## src/rtl/line_irq_pkg.sv

```systemverilog
package line_irq_pkg;

  // Per-cycle strobes issued by the control to the datapath.
  typedef struct packed {
    logic frameClr;   // frame boundary: zero the count, leave frame
    logic enterFrame; // first line of a frame with rendering on
    logic advance;    // later line inside the frame
    logic leaveFrame; // rendering dropped while in frame
    logic tgtWrite;   // CPU loads the target line
    logic statusRead; // CPU reads the status byte
  } lineStrobes_t;

endpackage

```

## src/rtl/line_irq_ctrl.sv

```systemverilog
module line_irq_ctrl
  import line_irq_pkg::*;
#(
  parameter int ADDR_W = 16,
  parameter logic [ADDR_W-1:0] TARGET_ADDR = 16'h5203,
  parameter logic [ADDR_W-1:0] STATUS_ADDR = 16'h5204
) (
  input  logic              clk,
  input  logic              rst,
  input  logic              lineStart,
  input  logic              frameStart,
  input  logic              renderOn,
  input  logic [ADDR_W-1:0] cpuAddr,
  input  logic              cpuWe,
  input  logic              cpuRe,
  input  logic              inFrame,
  output lineStrobes_t      strobes
);

  logic lineLive;

  // A line pulse counts only while rendering and outside a frame boundary.
  assign lineLive = lineStart && renderOn && !frameStart;

  always_comb begin
    strobes            = '0;
    strobes.frameClr   = frameStart;
    strobes.enterFrame = lineLive && !inFrame;
    strobes.advance    = lineLive && inFrame;
    strobes.leaveFrame = !frameStart && !renderOn && inFrame;
    strobes.tgtWrite   = cpuWe && (cpuAddr == TARGET_ADDR);
    strobes.statusRead = cpuRe && (cpuAddr == STATUS_ADDR);
  end

  // at most one frame-tracking event per cycle, frame start taking precedence
  assert_event_excl_R10: assert property (@(posedge clk) disable iff (rst)
    $onehot0({strobes.frameClr, strobes.enterFrame, strobes.advance, strobes.leaveFrame}));

endmodule

```

## src/rtl/line_irq_dp.sv

```systemverilog
module line_irq_dp
  import line_irq_pkg::*;
#(
  parameter int DATA_W = 8
) (
  input  logic              clk,
  input  logic              rst,
  input  lineStrobes_t      strobes,
  input  logic [DATA_W-1:0] cpuWrData,
  output logic              inFrame,
  output logic              pending,
  output logic [DATA_W-1:0] statusByte
);

  localparam int PAD_W = DATA_W - 2;

  logic [DATA_W-1:0] lineCount;
  logic [DATA_W-1:0] targetLine;
  logic [DATA_W-1:0] nextCount;
  logic              matchHit;

  assign nextCount = lineCount + DATA_W'(1);
  assign matchHit  = strobes.advance && (nextCount == targetLine) &&
                     (targetLine != '0);

  always_ff @(posedge clk) begin
    if (rst) begin
      lineCount <= '0;
    end else if (strobes.frameClr || strobes.enterFrame) begin
      lineCount <= '0;
    end else if (strobes.advance) begin
      lineCount <= nextCount;
    end
  end

  always_ff @(posedge clk) begin
    if (rst) begin
      inFrame <= 1'b0;
    end else if (strobes.frameClr || strobes.leaveFrame) begin
      inFrame <= 1'b0;
    end else if (strobes.enterFrame) begin
      inFrame <= 1'b1;
    end
  end

  always_ff @(posedge clk) begin
    if (rst) begin
      targetLine <= '0;
    end else if (strobes.tgtWrite) begin
      targetLine <= cpuWrData;
    end
  end

  always_ff @(posedge clk) begin
    if (rst) begin
      pending <= 1'b0;
    end else if (matchHit) begin
      pending <= 1'b1;
    end else if (strobes.statusRead) begin
      pending <= 1'b0;
    end
  end

  assign statusByte = {pending, inFrame, {PAD_W{1'b0}}};

  assert_enter_frame_R2: assert property (@(posedge clk) disable iff (rst)
    strobes.enterFrame |=> (inFrame && lineCount == '0));

  assert_leave_frame_R3: assert property (@(posedge clk) disable iff (rst)
    strobes.leaveFrame |=> !inFrame);

  assert_count_step_R4: assert property (@(posedge clk) disable iff (rst)
    strobes.advance |=> (lineCount == $past(lineCount) + DATA_W'(1)));

  assert_zero_target_R5: assert property (@(posedge clk) disable iff (rst)
    (targetLine == '0 && !pending) |=> !pending);

  assert_frame_reset_R6: assert property (@(posedge clk) disable iff (rst)
    strobes.frameClr |=> (lineCount == '0 && !inFrame));

  assert_irq_hold_R8: assert property (@(posedge clk) disable iff (rst)
    (pending && !strobes.statusRead) |=> pending);

  assert_read_ack_R8: assert property (@(posedge clk) disable iff (rst)
    (strobes.statusRead && !matchHit) |=> !pending);

  assert_target_keep_R9: assert property (@(posedge clk) disable iff (rst)
    !strobes.tgtWrite |=> $stable(targetLine));

endmodule

```

## src/rtl/line_irq_top.sv

```systemverilog
module line_irq_top
  import line_irq_pkg::*;
#(
  parameter int ADDR_W = 16,
  parameter int DATA_W = 8,
  parameter logic [ADDR_W-1:0] TARGET_ADDR = 16'h5203,
  parameter logic [ADDR_W-1:0] STATUS_ADDR = 16'h5204
) (
  input  logic              clk,
  input  logic              rst,
  input  logic              lineStart,
  input  logic              frameStart,
  input  logic              renderOn,
  input  logic [ADDR_W-1:0] cpuAddr,
  input  logic [DATA_W-1:0] cpuWrData,
  input  logic              cpuWe,
  input  logic              cpuRe,
  output logic [DATA_W-1:0] cpuRdData,
  output logic              irqOut
);

  lineStrobes_t      strobes;
  logic              inFrame;
  logic              pending;
  logic [DATA_W-1:0] statusByte;

  line_irq_ctrl #(
    .ADDR_W     (ADDR_W),
    .TARGET_ADDR(TARGET_ADDR),
    .STATUS_ADDR(STATUS_ADDR)
  ) ctrl_i (
    .clk       (clk),
    .rst       (rst),
    .lineStart (lineStart),
    .frameStart(frameStart),
    .renderOn  (renderOn),
    .cpuAddr   (cpuAddr),
    .cpuWe     (cpuWe),
    .cpuRe     (cpuRe),
    .inFrame   (inFrame),
    .strobes   (strobes)
  );

  line_irq_dp #(
    .DATA_W(DATA_W)
  ) dp_i (
    .clk       (clk),
    .rst       (rst),
    .strobes   (strobes),
    .cpuWrData (cpuWrData),
    .inFrame   (inFrame),
    .pending   (pending),
    .statusByte(statusByte)
  );

  assign cpuRdData = strobes.statusRead ? statusByte : '0;
  assign irqOut    = pending;

  // a status read reports the level presently on the IRQ line in bit 7
  assert_status_irq_R7: assert property (@(posedge clk) disable iff (rst)
    strobes.statusRead |-> (cpuRdData[DATA_W-1] == irqOut));

  // the cycle after reset shows no interrupt
  assert_reset_quiet_R1: assert property (@(posedge clk)
    rst |=> !irqOut);

endmodule

```

## config.mk

```make
export PLATFORM = sky130hd
export DESIGN_NAME = line_irq_top
export DESIGN_NICKNAME = d
export VERILOG_FILES = /design/src/rtl/line_irq_pkg.sv /design/src/rtl/line_irq_ctrl.sv /design/src/rtl/line_irq_dp.sv /design/src/rtl/line_irq_top.sv
export SDC_FILE = /design/constraint.sdc
export NUM_CORES = 1
export LEC_CHECK = 0
export BUFFER_PORTS_ARGS = -buffer_cell sky130_fd_sc_hd__buf_2
export CAP_MARGIN = 10
export CELL_PAD_IN_SITES_DETAIL_PLACEMENT = 1
export CELL_PAD_IN_SITES_GLOBAL_PLACEMENT = 1
export CORE_MARGIN = 3
export CORE_UTILIZATION = 35
export DETAILED_ROUTE_END_ITERATION = 7
export PLACE_DENSITY = 0.89
export SYNTH_ARGS = -nofsm -noshare
export SYNTH_HDL_FRONTEND = slang
export SYNTH_HIERARCHICAL = 1
export SYNTH_SLANG_ARGS = --single-unit
export TNS_END_PERCENT = 20
```

## constraint.sdc

```tcl
create_clock -name clk -period 2.2 [get_ports clk]
set_input_delay 0.11 -clock clk [delete_from_list [all_inputs] [get_ports clk]]
set_output_delay 0.11 -clock clk [all_outputs]
set_load 0.005 [all_outputs]
```

# After elaboration in Yosys (flattened, before gate mapping)
# Index checks and enable logic that the tools add are counted.
totals:
  regBits: 18
  elab_cells: 30
classes:
  eq_ne: 3
  reduce_logical: 19
  muxes: 3
  addsub: 1
ops:
  columns: ["operator", "n"]
  rows:
  - ["16-bit by 15-bit == test with 1-bit output (second input constant)", 2]
  - ["1-bit logical AND", 10]
  - ["8-bit by 1-bit adder with 8-bit output (second input constant)", 1]
  - ["8-bit == test", 1]
  - ["8-bit 2-to-1 mux", 1]
  - ["8-bit nonzero test", 1]
  - ["2-bit OR reduction", 2]
  - ["1-bit logical NOT", 3]
  - ["1-bit logical OR", 2]
  - ["1-bit 2-to-1 mux", 2]
  - ["2-bit nonzero test", 1]

# Longest topological paths before layout
# Gate-level depths: netlist of run 1.
logic_depth:
  depth_word: 6
  depth_mapped: 6

# Hierarchy
# Netlist of run 1, hierarchy kept.
modules_own_cells:
  columns: ["module", "area_each_um2", "n_inst", "cells_each"]
  rows:
  - ["line_irq_dp", 965.9, 1, 111]
  - ["line_irq_ctrl", 102.6, 1, 14]
  - ["line_irq_top", 50.0, 1, 8]

# Least setup slack after synthesis of run 1
# Ideal clock, no wire load.
synth_timing:
  kind: "register to register"
  startpoint: "register dp_i.lineCount[0]"
  endpoint: "register dp_i.pending"
  required_time_ns: 2.083
  n_path_buf: 0
  path_stages_with_launch: 7
  synth_period_minus_slack_ns: 1.623
  arrival_time_ns: 1.506
  setup_slack_ns: 0.577
  cell_sequence: "dfxtp_1 > ha_1 > and3b_1 > or3_1 > a21oi_1 > nor3_1 > a32o_1"
synth_between:
  elab_chain_cells: 5
  elab_cells_between_ends: 6
  classes_between: "1 x add/sub; 1 x eq/ne; 1 x mux; 3 x reduce/logical"
synth_rtl:
  columns: ["element", "line", "text"]
  rows:
  - ["start: declaration", "line_irq_dp.sv:17", "logic [DATA_W-1:0] lineCount;"]
  - ["start signal: assignment", "line_irq_dp.sv:32", "lineCount <= nextCount;"]
  - ["8-bit by 1-bit adder with 8-bit output *", "line_irq_dp.sv:22", "assign nextCount = lineCount + DATA_W'(1);"]
  - ["8-bit == test *", "line_irq_dp.sv:23", "assign matchHit = strobes.advance && (nextCount == targetLine) &&"]
  - ["1-bit logical AND * (2 in a row)", "line_irq_dp.sv:23", null]
  - ["1-bit 2-to-1 mux / 2-bit nonzero test (equally long branches)", null, null]
  - ["end signal: assignment", "line_irq_dp.sv:56", "pending <= 1'b0;"]
  - ["end signal: assignment", "line_irq_dp.sv:58", "pending <= 1'b1;"]
  - ["end signal: assignment", "line_irq_dp.sv:60", "pending <= 1'b0;"]
  - ["end: declaration", "line_irq_dp.sv:11", "output logic pending,"]
# Every way passes the cells marked *; elsewhere a longest branch is shown, timed or not.
# A chain may end at the register's enable or synchronous reset.

# Worst setup path after layout of run 1
# Same ends and word-level chain as after synthesis.

==> metrics, run 1 <==
outcome finished, final reports clean; Final min period 1.75 ns; n_diodes 0; Pwr Total 0.529 mW; CP Data Arrival Time 1.94 ns; initial antenna violation count 0; Top FF cell, synth dfxtp_1; Worst-Margin Slew 0.606 ns; Core Box Area 2900 um2; Routed WL 2.85 mm; worst-path fanout max 7; overall routing resource usage 0.161; Starting Density 0.386; starting DRC count in detailed routing 3; Clk pin slew, worst setup/hold paths 0.09 ns; hold buffers post-CTS 0; Max-slew headroom 0.593; Seq/Total Area, Yosys 0.322; depth of the CTS H-tree 1; largest net degree at the start of global routing 13; final cycle utilization of the critical path 0.797; DIE AREA 3910 um2; Initial DRT Pass Iterations 4; CP Capture Type flop; Layout area overhead 15.1%; fin. max-slew vios 0; Fin. Hold Viols 0; EDFF count, synth 0; total gr overflow 0; Max Clock Skew 0.00155 ns; DRC Markers 0; CP startpoint kind flop; number of setup buffers added after CTS 0; clk_lat worst skew 0.29 ns; Worst Setup SP dp_i/lineCount[0]; MaxCap Viol Count 0; number of global-route vias before repair 1097; Synth cell types 27; most frequent cells in the layout buf_2, nor2_1, dfxtp_1; asr flop ratio synth 0; cts bufs inserted 3; first-pass GRT wire length 5.03 mm; Setup-failing EPs final 0; Die Ht 62.5 um; clk sink count 18; Row Count 19; WS Path Type flop to flop; CP bufs+invs 0; Critical Path Slowest Stage Cell dfxtp_1; gpl congestion 0.804; Req. time, crit path 2.39 ns; Pwr Density 411 nW/um2; dpl hpwl 2.30 mm; Reg2Reg Setup Slack 0.45 ns; drt wl/cell 14.0 um; Ys Warns 6; Mapped Cells 133; setup TNS 0 ns; Max Fclk 571 MHz; r2r startpoint dp_i/lineCount[0]; hold crit path type input port to flop; commonest non-fill, non-tap cell in the layout buf_2; die width 62.5 um; NumNets Final 195; Resized Gates After CTS 0; Synth Area per Inst 8.41 um2; leakage power 0.508 nW; Crit path max-delay family simple AND/OR/NAND/NOR gates; antenna-violating nets left 0; Clock Tree Buf Depth 2; Clock Tree Root clkbuf_4; CP max stage delay 0.39 ns; layout cells sized above 1 0.255; CTS tree built; port buffer count 33; crit path cell chain ha_1 -> and3b_1 -> or3_1 -> a21oi_1 -> nor3_1 -> a32o_1; synthesized area 1120 um2; via density per instance 4.79; Hold Startpoint frameStart; FILL cells 386; synthesized flop and latch total 18; Top Ports 40; RSZ-0062 raised after global routing no; Via Count 972; peak supply drop 0.219 mV
[flip-flops by register name, summed over array words and instances (netlist names)]
signal and flops:
dp_i/lineCount 8, dp_i/targetLine 8, dp_i/inFrame 1, dp_i/pending 1
[report_power, final]
part,leakage (nW),switching [mW],internal (mW)
logic,0.349,0.0200,0.0238
registers,0.145,0.000448,0.326
clock network,0.0138,0.0954,0.0637
total,0.508,0.116,0.414
[cell families (layout without fill, tap and decap cells)]
logic type / Yosys count / in the layout / synth area share
multiplexers: 10 / 10 / 0.0895
AND/OR/NAND/NOR: 66 / 66 / 0.323
other: 1 / 6 / 0.00335
adder cells (fa/ha/maj): 1 / 1 / 0.0112
flip-flops: 18 / 18 / 0.322
buffers and inverters: 15 / 38 / 0.0940
AO/OA/AOI/OAI: 6 / 6 / 0.0313
XOR/XNOR: 16 / 16 / 0.125
[path summary, 6_finish.rpt]
check | endpoint | depth (start not counted)
setup / recovery | dp_i/pending | 6
hold reg to reg | dp_i/pending | 1
setup reg to reg | dp_i/pending | 6
hold / removal | dp_i/inFrame | 2
[per-stage QoR]
stage | util | hold WS [ns] | setup slack, ns | cells | instance area, um2
final | 0.444 | 0.0334 | 0.448 | 203 | 1290
after global routing | 0.444 | 0.0226 | 0.327 | 203 | 1290
after CTS | 0.444 | 0.0157 | 0.452 | 203 | 1290
after detailed placement | 0.436 | 0.344 | 0.469 | 200 | 1260
after global placement | 0.436 | 0.335 | 0.540 | 200 | 1260
after floorplan | - | 0.258 | 0.577 | 138 | 1140
[area by class of cell]
type | count | area, um2 | share of cell area
flip-flops and latches | 18 | 360 | 0.280
repair buffers | 35 | 180 | 0.140
clock buffers | 3 | 22.5 | 0.0175
multi-input cells | 105 | 672 | 0.522
well taps | 42 | 52.6 | 0.0408
[per-layer routing]
layer / routed length (um) / GRT usage / vias to the layer above
met4: 0 / 0.0496 / 0
met1: 1140 / 0.173 / 457
met3: 91 / 0.0198 / 0
met5: 0 / 0 / -
li1: - / - / 497
met2: 1610 / 0.321 / 18
[Yosys cell counts (4+ instances only)]
master	n	area (um2)
nor2_1	21	78.8
xnor2_1	9	78.8
mux2i_1	10	100
and2_1	8	50.1
xor2_1	7	61.3
nand2_1	8	30.0
nand4_1	5	31.3
buf_4	9	67.6
nand3_1	5	25.0
dfxtp_1	18	360
clkbuf_1	4	15.0
Power figures use the tool's default switching activity.
==> run 2, diff against run 1 <==
--- a/config.mk
+++ b/config.mk
@@ -5,14 +5,15 @@
 export SDC_FILE = /design/constraint.sdc
 export NUM_CORES = 1
 export LEC_CHECK = 0
+export ABC_AREA = 1
 export BUFFER_PORTS_ARGS = -buffer_cell sky130_fd_sc_hd__buf_2
 export CAP_MARGIN = 10
 export CELL_PAD_IN_SITES_DETAIL_PLACEMENT = 1
 export CELL_PAD_IN_SITES_GLOBAL_PLACEMENT = 1
 export CORE_MARGIN = 3
-export CORE_UTILIZATION = 35
+export CORE_UTILIZATION = 30
 export DETAILED_ROUTE_END_ITERATION = 7
-export PLACE_DENSITY = 0.89
+export PLACE_DENSITY = 0.86
 export SYNTH_ARGS = -nofsm -noshare
 export SYNTH_HDL_FRONTEND = slang
 export SYNTH_HIERARCHICAL = 1
==> constraint.sdc (replaced) <==
create_clock -name clk -period 1.51 [get_ports clk]
set_input_delay 0.0755 -clock clk [delete_from_list [all_inputs] [get_ports clk]]
set_output_delay 0.0755 -clock clk [all_outputs]
set_load 0.005 [all_outputs]
==> metrics, run 2 <==
outcome finished, final reports clean; fin util 0.414; Setup-failing EPs final 0; port buffer count 33; NumNets Final 280; CP max stage delay 0.44 ns; synthesized area 1260 um2; asr flop ratio synth 0; antenna-violating nets left 0; Final min period 1.44 ns; top-area cell type share of the netlist area 0.285; worst reg-to-reg path cell count 9; Mapped Cells 212; die width 70.9 um; Req. time, crit path 1.66 ns; cell mode on critical path nor2_1; drt wl/cell 12.8 um; Starting Density 0.328; M1 GR Usage 0.192; leading post-synthesis cells by cell area dfxtp_1, nand2_1, inv_1, nand3_1, nor2_1; CP Data Arrival Time 1.59 ns; peak supply drop 0.271 mV; crit path cell chain inv_1 -> nor2_4 -> nand4_1 -> nand2_1 -> nand2_1 -> nand3_1 -> nor2_1 -> nor2_1 -> nor2_1; Max Clock Skew 0.000939 ns; Clock Tree Root clkbuf_8; DIE AREA 5030 um2; dpl hpwl 2.93 mm; gpl congestion 0.868; Top FF cell, synth dfxtp_1; EDFF count, synth 0; Seq/Total Area, Yosys 0.285; Ys Warns 6; Pwr Density 598 nW/um2; Commonest cells post-synth nand2_1, inv_1, nor2_1; Routed WL 3.78 mm; Initial DRT Pass Iterations 4; largest net degree at the start of global routing 17; Core Box Area 3850 um2; CP bufs+invs 1; layout cells sized above 1 0.271; WS Path Type flop to flop; Fin. Hold Viols 0; gr busiest metal met2; Finished Cell Area 1590 um2; synthesized flop and latch total 18; Synth area leader dfxtp_1; via density per instance 4.75; leakage power 0.794 nW; Hold Startpoint cpuWrData[5]; hold crit path type input port to flop; Synth Area per Inst 5.97 um2; hold buffers post-CTS 0; final cycle utilization of the critical path 0.954; largest registers dp_i/lineCount x8, dp_i/targetLine x8; initial antenna violation count 0; number of global-route vias before repair 1431; Top Ports 40; most frequent cell after synthesis nand2_1; Reg2Reg Setup Slack 0.07 ns; depth of the CTS H-tree 1; setup TNS 0 ns; Die Ht 70.9 um; starting DRC count in detailed routing 37; FILL cells 549; worst-path fanout max 5; r2r startpoint dp_i/lineCount[3]; most frequent cells in the layout nand2_1, inv_1, buf_2; Layout area overhead 26.0%; overall routing resource usage 0.157; cts bufs inserted 3; Clk pin slew, worst setup/hold paths 0.07 ns; Hold EP dp_i/targetLine[5]; first-pass GRT wire length 6.46 mm; clk sink count 18; Max Fclk 695 MHz; Clock Tree Buf Depth 2; Row Count 22; CTS tree built; reg-to-reg critical path endpoint dp_i/pending; Pwr Total 0.953 mW; CP Capture Type flop; CP startpoint kind flop; clk_lat worst skew 0.26 ns; RSZ-0062 raised after global routing yes; Via Count 1400; global routing usage on met3 0.0199; WHS Path Cells 3; Critical Path Slowest Stage Cell dfxtp_1; fin. max-slew vios 0; n_diodes 0; total gr overflow 0; worst hold slack 0.0945 ns; Synth cell types 23; MaxCap Viol Count 0; placed cell area 1450 um2; GR Util met2 0.277; DRC Markers 0; commonest non-fill, non-tap cell in the layout nand2_1; Crit path max-delay family simple AND/OR/NAND/NOR gates
run 2: through the flow:
stage                     cells  setup WS (ns)
after global placement      289          0.103
after detailed placement    289         0.0100
after floorplan             217          0.108
final                       295         0.0702
after global routing        295        -0.0332
after CTS                   294        0.00639
run 2: where the power goes:
| part | leakage, nW | switching, mW | internal, mW |
|---|---|---|---|
| Sequential | 0.147 | 0.00102 | 0.475 |
| Combinational | 0.618 | 0.0351 | 0.0358 |
| Clock | 0.0288 | 0.174 | 0.232 |
| Total | 0.794 | 0.210 | 0.743 |
run 2: worst max path at each step:
stage,startpoint,to,slack [ns],depth (start not counted)
CTS,dp_i/inFrame,dp_i/lineCount[6],0.006,7
floorplan,dp_i/lineCount[0],dp_i/pending,0.11,11
global route,dp_i/lineCount[1],dp_i/pending,-0.03,12
detailed placement,dp_i/lineCount[1],dp_i/pending,0.01,9
global placement,dp_i/lineCount[0],dp_i/pending,0.10,11
finish,dp_i/lineCount[3],dp_i/pending,0.07,9
run 2: layer usage:
layer / vias to the layer above / share of wire
met5: - / 0
met4: 0 / 0.019
met3: 6 / 0.034
met2: 24 / 0.51
met1: 653 / 0.43
li1: 717 / -
run 2: cells by family (layout without fill, tap and decap cells):
logic type	Yosys count	after routing	synth area share
buf+inv	54	84	0.189
flops	18	18	0.285
other cells	1	6	0.00296
fa+ha+maj	1	1	0.00989
compound gates	22	22	0.109
simple gates	116	116	0.405
run 2: final cells by class:
class	instances	area, um2	area share
multi-input cells	145	742	0.465
flip-flops and latches	18	365	0.229
repair buffers	39	218	0.137
inverters	41	154	0.0965
well taps	48	60.1	0.0377
clock buffers	4	55.1	0.0345
run 2: repair_timing:
action,in CTS,in global routing
setup endpoints to repair,1,3
pin swaps,3,11
gates resized for setup,5,18
endpoints found under the hold margin,0,0
buffers inserted,1,1
run 2: worst reg2reg max path, cell delays in order (launching register included):
cell,delay [ns]
dfxtp_1,0.44
inv_1,0.15
nor2_4,0.16
nand4_1,0.14
nand2_1,0.12
nand2_1,0.07
nand3_1,0.09
nor2_1,0.05
nor2_1,0.08
nor2_1,0.05
==> run 3, diff against run 2 <==
==> constraint.sdc (replaced) <==
create_clock -name clk -period 1.51 [get_ports clk]
set_input_delay 0.0755 -clock clk [delete_from_list [all_inputs] [get_ports clk]]
set_output_delay 0.0755 -clock clk [all_outputs]
set_load 0.1 [all_outputs]
==> metrics, run 3 (same netlist as run 2, synthesis figures left out) <==
outcome finished, final reports clean; commonest non-fill, non-tap cell in the layout nand2_1; first-pass GRT wire length 6.20 mm; Clock Tree Root clkbuf_8; Clock Tree Buf Depth 2; Starting Density 0.328; final cycle utilization of the critical path 0.957; FILL cells 554; Layout area overhead 26.2%; leakage power 0.780 nW; Core Box Area 3850 um2; setup TNS 0 ns; cts bufs inserted 3; Setup-failing EPs final 0; Row Count 22; Max Fclk 692 MHz; DIE AREA 5030 um2; initial antenna violation count 0; peak supply drop 0.489 mV; starting DRC count in detailed routing 30; overall routing resource usage 0.151; DRC Markers 0; number of global-route vias before repair 1411; most frequent cells in the layout nand2_1, inv_1, buf_2; Routed WL 3.70 mm; fin util 0.414; worst-path fanout max 3; RSZ-0062 raised after global routing yes; fin. max-slew vios 0; via density per instance 4.74; CP startpoint kind flop; hold buffers post-CTS 0; drt wl/cell 12.6 um; WS Path Type flop to flop; NumNets Final 279; CP max stage delay 0.37 ns; clk sink count 18; antenna-violating nets left 0; depth of the CTS H-tree 1; gpl congestion 0.911; Die Ht 70.9 um; MaxCap Viol Count 0; port buffer count 33; CP Capture Type flop; Clk pin slew, worst setup/hold paths 0.07 ns; Req. time, crit path 1.71 ns; Pwr Density 600 nW/um2; die width 70.9 um; largest net degree at the start of global routing 17; CP bufs+invs 0; clk_lat worst skew 0.26 ns; Via Count 1395; Crit path max-delay family simple AND/OR/NAND/NOR gates; Final min period 1.45 ns; hold crit path type input port to flop; Top Ports 40; Initial DRT Pass Iterations 4; Critical Path Slowest Stage Cell dfxtp_4; Pwr Total 0.958 mW; cell mode on critical path nor2_1; dpl hpwl 2.91 mm; CP Data Arrival Time 1.64 ns; n_diodes 0; total gr overflow 0; CTS tree built; Max Clock Skew 0.000582 ns; Fin. Hold Viols 0; largest registers dp_i/lineCount x8, dp_i/targetLine x8; layout cells sized above 1 0.252; crit path cell chain ha_4 -> nand2_2 -> nor2_4 -> nand2_1 -> nand3_2 -> nand2_1 -> nor2_1 -> nand3_1 -> nor2_1 -> nor2_1 -> nor2_1
==> run 3: changes by cell type in the layout (fill, tap and decap cells not counted), moves of 2 or more <==
cell,change
nand2_1,+5
nand2_2,-5
dfxtp_1,-2
buf_12,+2
buf_2,-2
==> run 3: worst paths after layout <==
path	from	end	slack (ns)	cells after the start
worst min register to register	dp_i/targetLine[3]	dp_i/targetLine[3]	0.52	2
worst max-delay path	dp_i/lineCount[1]	dp_i/pending	0.06	11
worst min-delay path	renderOn	dp_i/inFrame	0.07	3
worst max register to register	dp_i/lineCount[1]	dp_i/pending	0.06	11
==> run 3: final cells by class <==
class	count	area (um2)	share of cell area
tap	48	60.1	0.0376
sequential	18	370	0.232
clock buffer	4	55.1	0.0345
multi-input combinational	145	717	0.449
timing repair buffer	38	236	0.148
inverter	41	158	0.0987
==> run 3: per-stage QoR <==
stage / setup slack [ns] / instances / hold slack [ns] / area, um2
finish: 0.0649 / 294 / 0.0706 / 1600
global route: -0.0314 / 294 / 0.0938 / 1600
CTS: 0.0170 / 294 / 0.0768 / 1550
detailed placement: 0.0589 / 290 / 0.348 / 1500
global placement: 0.0805 / 290 / 0.346 / 1500
floorplan: 0.103 / 217 / 0.215 / 1290
==> run 3: what timing repair did <==
item                       CTS  global route
gates resized for setup      0            15
setup endpoints to repair    0             2
setup buffers                0             0
hold endpoints to repair     0             0
==> run 3: layer usage <==
layer  wire length (um)  track usage
met4                 23       0.0334
met2               1820        0.266
met5                  0            0
met3                127       0.0270
met1               1730        0.191
==> run 3: worst min-delay path, cell delays in order <==
cell and delay [ns]:
buf_2 0.09, nor3_1 0.04, nor2_1 0.09
==> run 3: where the power goes <==
group	switching [mW]	leakage, nW	total, mW	internal (mW)
Sequential	0.00106	0.148	0.474	0.473
Combinational	0.0352	0.603	0.0725	0.0373
Clock	0.179	0.0288	0.411	0.232
